`src/rtl/lcm_pkg.sv`:
```
package lcm_pkg;
  typedef enum logic {
    FILL_IDLE = 1'b0,
    FILL_RUN  = 1'b1
  } fill_state_e;
endpackage

```
`src/rtl/lcm_bit_table.sv`:
```
module lcm_bit_table #(
  parameter int unsigned AW = 2
) (
  input  logic          clk_i,
  input  logic          rst_ni,
  input  logic          we_i,
  input  logic [AW-1:0] waddr_i,
  input  logic          wbit_i,
  input  logic [AW-1:0] raddr_i,
  output logic          rbit_o
);
  localparam int unsigned DEPTH = 2 ** AW;

  logic [DEPTH-1:0] mem_q;

  always_ff @(posedge clk_i or negedge rst_ni) begin
    if (!rst_ni) begin
      mem_q <= '0;
    end else if (we_i) begin
      mem_q[waddr_i] <= wbit_i;
    end
  end

  assign rbit_o = mem_q[raddr_i];
endmodule

```
`src/rtl/lcm_filler.sv`:
```
module lcm_filler
  import lcm_pkg::*;
#(
  parameter int unsigned OPW = 2,
  parameter int unsigned PW  = 4,
  parameter int unsigned KW  = 4
) (
  input  logic           clk_i,
  input  logic           rst_ni,
  input  logic           start_i,
  input  logic [KW-1:0]  k_i,
  output logic           busy_o,
  output logic           accept_o,
  output logic           we_o,
  output logic [OPW-1:0] waddr_o,
  output logic [PW-1:0]  wdata_o,
  output logic           done_o
);
  localparam logic [OPW-1:0] LAST_IDX = {OPW{1'b1}};

  fill_state_e    state_q;
  logic [OPW-1:0] idx_q;
  logic [PW-1:0]  acc_q;
  logic [PW-1:0]  step_q;

  assign busy_o   = (state_q == FILL_RUN);
  assign accept_o = start_i && !busy_o;
  assign we_o     = busy_o;
  assign waddr_o  = idx_q;
  assign wdata_o  = acc_q;
  assign done_o   = busy_o && (idx_q == LAST_IDX);

  // Running sum: entry i holds i*K, built by repeated addition of K.
  always_ff @(posedge clk_i or negedge rst_ni) begin
    if (!rst_ni) begin
      state_q <= FILL_IDLE;
      idx_q   <= '0;
      acc_q   <= '0;
      step_q  <= '0;
    end else if (accept_o) begin
      state_q <= FILL_RUN;
      idx_q   <= '0;
      acc_q   <= '0;
      step_q  <= PW'(k_i);
    end else if (busy_o) begin
      idx_q <= idx_q + 1'b1;
      acc_q <= acc_q + step_q;
      if (done_o) state_q <= FILL_IDLE;
    end
  end
endmodule

```
`src/rtl/lut_const_mult.sv`:
```
module lut_const_mult #(
  parameter int unsigned OPW = 2,
  parameter int unsigned PW  = 4,
  parameter int unsigned KW  = 4
) (
  input  logic           clk_i,
  input  logic           rst_ni,
  input  logic [OPW-1:0] operand_i,
  output logic [PW-1:0]  product_o,
  output logic           valid_o,
  input  logic           load_req_i,
  input  logic [KW-1:0]  load_k_i,
  output logic           ready_o
);
  logic           busy;
  logic           accept;
  logic           we;
  logic [OPW-1:0] waddr;
  logic [PW-1:0]  wdata;
  logic           done;
  logic           valid_q;

  lcm_filler #(.OPW(OPW), .PW(PW), .KW(KW)) u_filler (
    .clk_i    (clk_i),
    .rst_ni   (rst_ni),
    .start_i  (load_req_i),
    .k_i      (load_k_i),
    .busy_o   (busy),
    .accept_o (accept),
    .we_o     (we),
    .waddr_o  (waddr),
    .wdata_o  (wdata),
    .done_o   (done)
  );

  for (genvar b = 0; b < PW; b++) begin : g_bit
    lcm_bit_table #(.AW(OPW)) u_tbl (
      .clk_i   (clk_i),
      .rst_ni  (rst_ni),
      .we_i    (we),
      .waddr_i (waddr),
      .wbit_i  (wdata[b]),
      .raddr_i (operand_i),
      .rbit_o  (product_o[b])
    );
  end

  always_ff @(posedge clk_i or negedge rst_ni) begin
    if (!rst_ni)     valid_q <= 1'b0;
    else if (accept) valid_q <= 1'b0;
    else if (done)   valid_q <= 1'b1;
  end

  assign valid_o = valid_q;
  assign ready_o = !busy;
endmodule

```
`config.mk`:
```
export PLATFORM = sky130hd
export DESIGN_NAME = lut_const_mult
export DESIGN_NICKNAME = d
export VERILOG_FILES = /design/src/rtl/lcm_pkg.sv /design/src/rtl/lcm_bit_table.sv /design/src/rtl/lcm_filler.sv /design/src/rtl/lut_const_mult.sv
export SDC_FILE = /design/constraint.sdc
export NUM_CORES = 1
export LEC_CHECK = 0
export BUFFER_PORTS_ARGS = -buffer_cell sky130_fd_sc_hd__buf_4
export CORE_MARGIN = 2
export CORE_UTILIZATION = 60
export DETAILED_ROUTE_END_ITERATION = 7
export PLACE_DENSITY = 0.82
export REMOVE_ABC_BUFFERS = 1
export SLEW_MARGIN = 30
export SYNTH_ARGS = -nofsm -noshare
export SYNTH_HDL_FRONTEND = slang
export SYNTH_SLANG_ARGS = --single-unit
```
`constraint.sdc`:
```
create_clock -name clk_i -period 2.8 [get_ports clk_i]
set_input_delay 0.28 -clock clk_i [delete_from_list [all_inputs] [get_ports clk_i]]
set_output_delay 0.28 -clock clk_i [all_outputs]
set_load 0.05 [all_outputs]
```
==> qor.txt <==
WP buf/inv: 1
Count of different cell masters after synthesis: 18
Post-synth EDFFs: 0
Cell taking the most area after synthesis: dfrtp_1
Die Span Y: 50.77 um
Place WS: 1.364 ns
CTS tree: built
CP Class: flop to output pin
Wirelength, routed: 2179 um
Async SR Flop Fraction: 100.0%
Area grow syn2layout: 11.25%
Sequential area share after synthesis: 53.38%
Antenna violations before repair: 0
Num CTS Buffers: 3
Count leader, synth: dfrtp_1
Proportion of layout cells with a drive suffix above 1: 39.62%
Router iterations before antenna repair: 2
Worst slew margin: 72.79%
Fin Clk Skew: 0.005117 ns
Maximum clock frequency: 596.9 MHz
Power per cell area: 1251 nW/um^2
Dpl hpwl: 1621 um
Yosys top cell area share: 53.38%
# Post-CTS Setup Buffers: 0
Mapped Avg Cell Area: 14.27 um^2
Core Footprint: 2022 um^2
Vias: 737
PortBufs: 14
CP startpoint kind: flop
TNS Setup: 0 ns
Routed wire length per instance: 16.38 um
Clock tree buffer depth: 2
Cell Rows: 16
Synth Instances: 92
Critical-path cell list: mux4_2 -> buf_4
Post-synth top cells: 28 x dfrtp_1, 20 x mux2_2, 7 x ha_1
Global-route wire length before repair: 3788 um
Vias in the first global route: 802
CTS H-tree lvls: 1
Avg Vias per Cell: 5.541
Final worst slack: 1.125 ns
Leak: 0.0006773 uW
Synth top area cells: dfrtp_1 53%, mux2_2 17%, mux4_2 6.9%, ha_1 6.7%, buf_4 2.9%
Final ANT Viol Nets: 0
Max-Cap Viols: 0
CP top delay family: multiplexers
Final non-filler cell total: 133
Arrival @ worst endpoint: 1.40 ns
Final Hold Vio Count: 0
Synth Register Bits: 28
Crit-path slowest cell: mux4_2
DP Cell Count: 128
Min Hold Slack: 0.1583 ns
RSZ-0062 raised after global routing: no
Final GP Congestion: 0.7863
Max stage delay on crit path: 0.47 ns
DIE AREA: 2578 um^2
Post-Syn Area: 1313 um^2
Slew Limit Fails: 0
Total track usage: 20.16%
CTS Root Cell: clkbuf_4
Residual DRC count: 0
Largest net degree at the start of global routing: 29
Number of top-level pins: 15
Chip width: 50.77 um
Yosys warns: 0
Initial Utilization: 64.91%
Tcrit/Tclk final: 59.83%
Worst Path Required: 2.52 ns
Fin crit period: 1.675 ns
Worst slew pin tran: 0.4067 ns
Initial detailed-routing violation count: 8
Register clock-pin slew on the reported worst setup and hold paths: 0.15 ns
Ys flop type: dfrtp_1
Gr ovfl total: 0
TritonCTS sink count: 28
Clock latency at the later pin of the worst-skew pair: 0.32 ns
Setup violators final: 0
CP Max Fanout: 2
# nets final: 124
Min-Delay Path Class: input pin to flop
Max rail drop VDD: 0.7061 mV
Element type at the critical path end: output pin
Ant diodes: 0
Outcome: completed
[per-layer routing]
layer	share of wire [%]	wire length, um	track usage, %	vias up
met5	0	0	0	-
met4	0	0	4.054	0
met3	3.2	69	2.679	0
met2	49	1075	33.77	15
met1	47	1035	28.46	363
li1	-	-	-	359
[through the flow]
stage / total power (uW) / area [um^2] / util (%)
6_report: 1826 / 1460 / 72.22
5_1_grt: 1956 / 1460 / 72.22
4_1_cts: 1837 / 1460 / 72.22
3_5_place_dp: 1643 / 1414 / 69.93
3_3_place_gp: 1585 / 1414 / 69.93
2_1_floorplan: 1408 / 1275 / -
[cells by family (layout without fill, tap and decap cells)]
kind of cell,after synthesis,after routing,share of synthesized area (%)
DFF,28,28,53.38
xor gates and xnor gates,2,2,1.335
adders and majority gates,8,8,8.198
buffers and inverters,9,23,4.004
and+or+nand+nor,10,10,3.241
muxes,24,24,24.02
AOI/OAI and AO/OA,11,11,5.816
[cell usage in the layout (no fill, tap or decap), drive strengths merged]
cell type,n
o21bai,1
nor2,1
o21ai,4
dlygate4sd3,1
a21oi,1
ha,7
buf,14
nand3,2
a21o,1
a22o,3
mux2,20
xnor2,2
dfrtp,28
nand2,6
a32o,1
fa,1
mux4,4
nor2b,1
clkbuf,4
inv,4
[report_power, final]
part | internal, uW | switching [uW]
registers | 606 | 176
clock network | 79.4 | 114
logic | 430 | 421
total | 1120 | 711
[final timing paths]
kind / cells past startpoint / to / from / slack, ns
hold reg to reg: 1 / g_bit[3].u_tbl.mem_q[2] / g_bit[3].u_tbl.mem_q[2] / 0.52
setup reg to reg: 4 / u_filler.wdata_o[3] / u_filler.wdata_o[2] / 1.31
setup / recovery: 2 / product_o[3] / g_bit[3].u_tbl.mem_q[3] / 1.12
min in group asynchronous: 2 / g_bit[0].u_tbl.mem_q[3] / rst_ni / 0.39
hold / removal: 2 / valid_o / load_req_i / 0.16
max in group asynchronous: 2 / g_bit[3].u_tbl.mem_q[2] / rst_ni / 2.16
[state kept, by name, indices dropped and copies added, names as in the netlist]
name               cells
g_bit.u_tbl.mem_q     16
u_filler.step_q        4
u_filler.wdata_o       4
u_filler.waddr_o       2
u_filler.busy_o        1
valid_o                1
[area by class of cell]
| cell class | count | area, um^2 |
|---|---|---|
| Sequential cell | 28 | 700.7 |
| Fill cell | 158 | 561.8 |
| Multi-Input combinational cell | 55 | 559.3 |
| Timing Repair Buffer | 15 | 115.1 |
| Clock buffer | 4 | 36.28 |
| Tap cell | 27 | 33.78 |
| Inverter | 4 | 15.01 |
[repair_timing]
item | in CTS | in global routing
hold endpoints to repair | 28 | 0
hold buffers | 1 | 0
resized for setup | 0 | 0
Power figures use the tool's default switching activity.
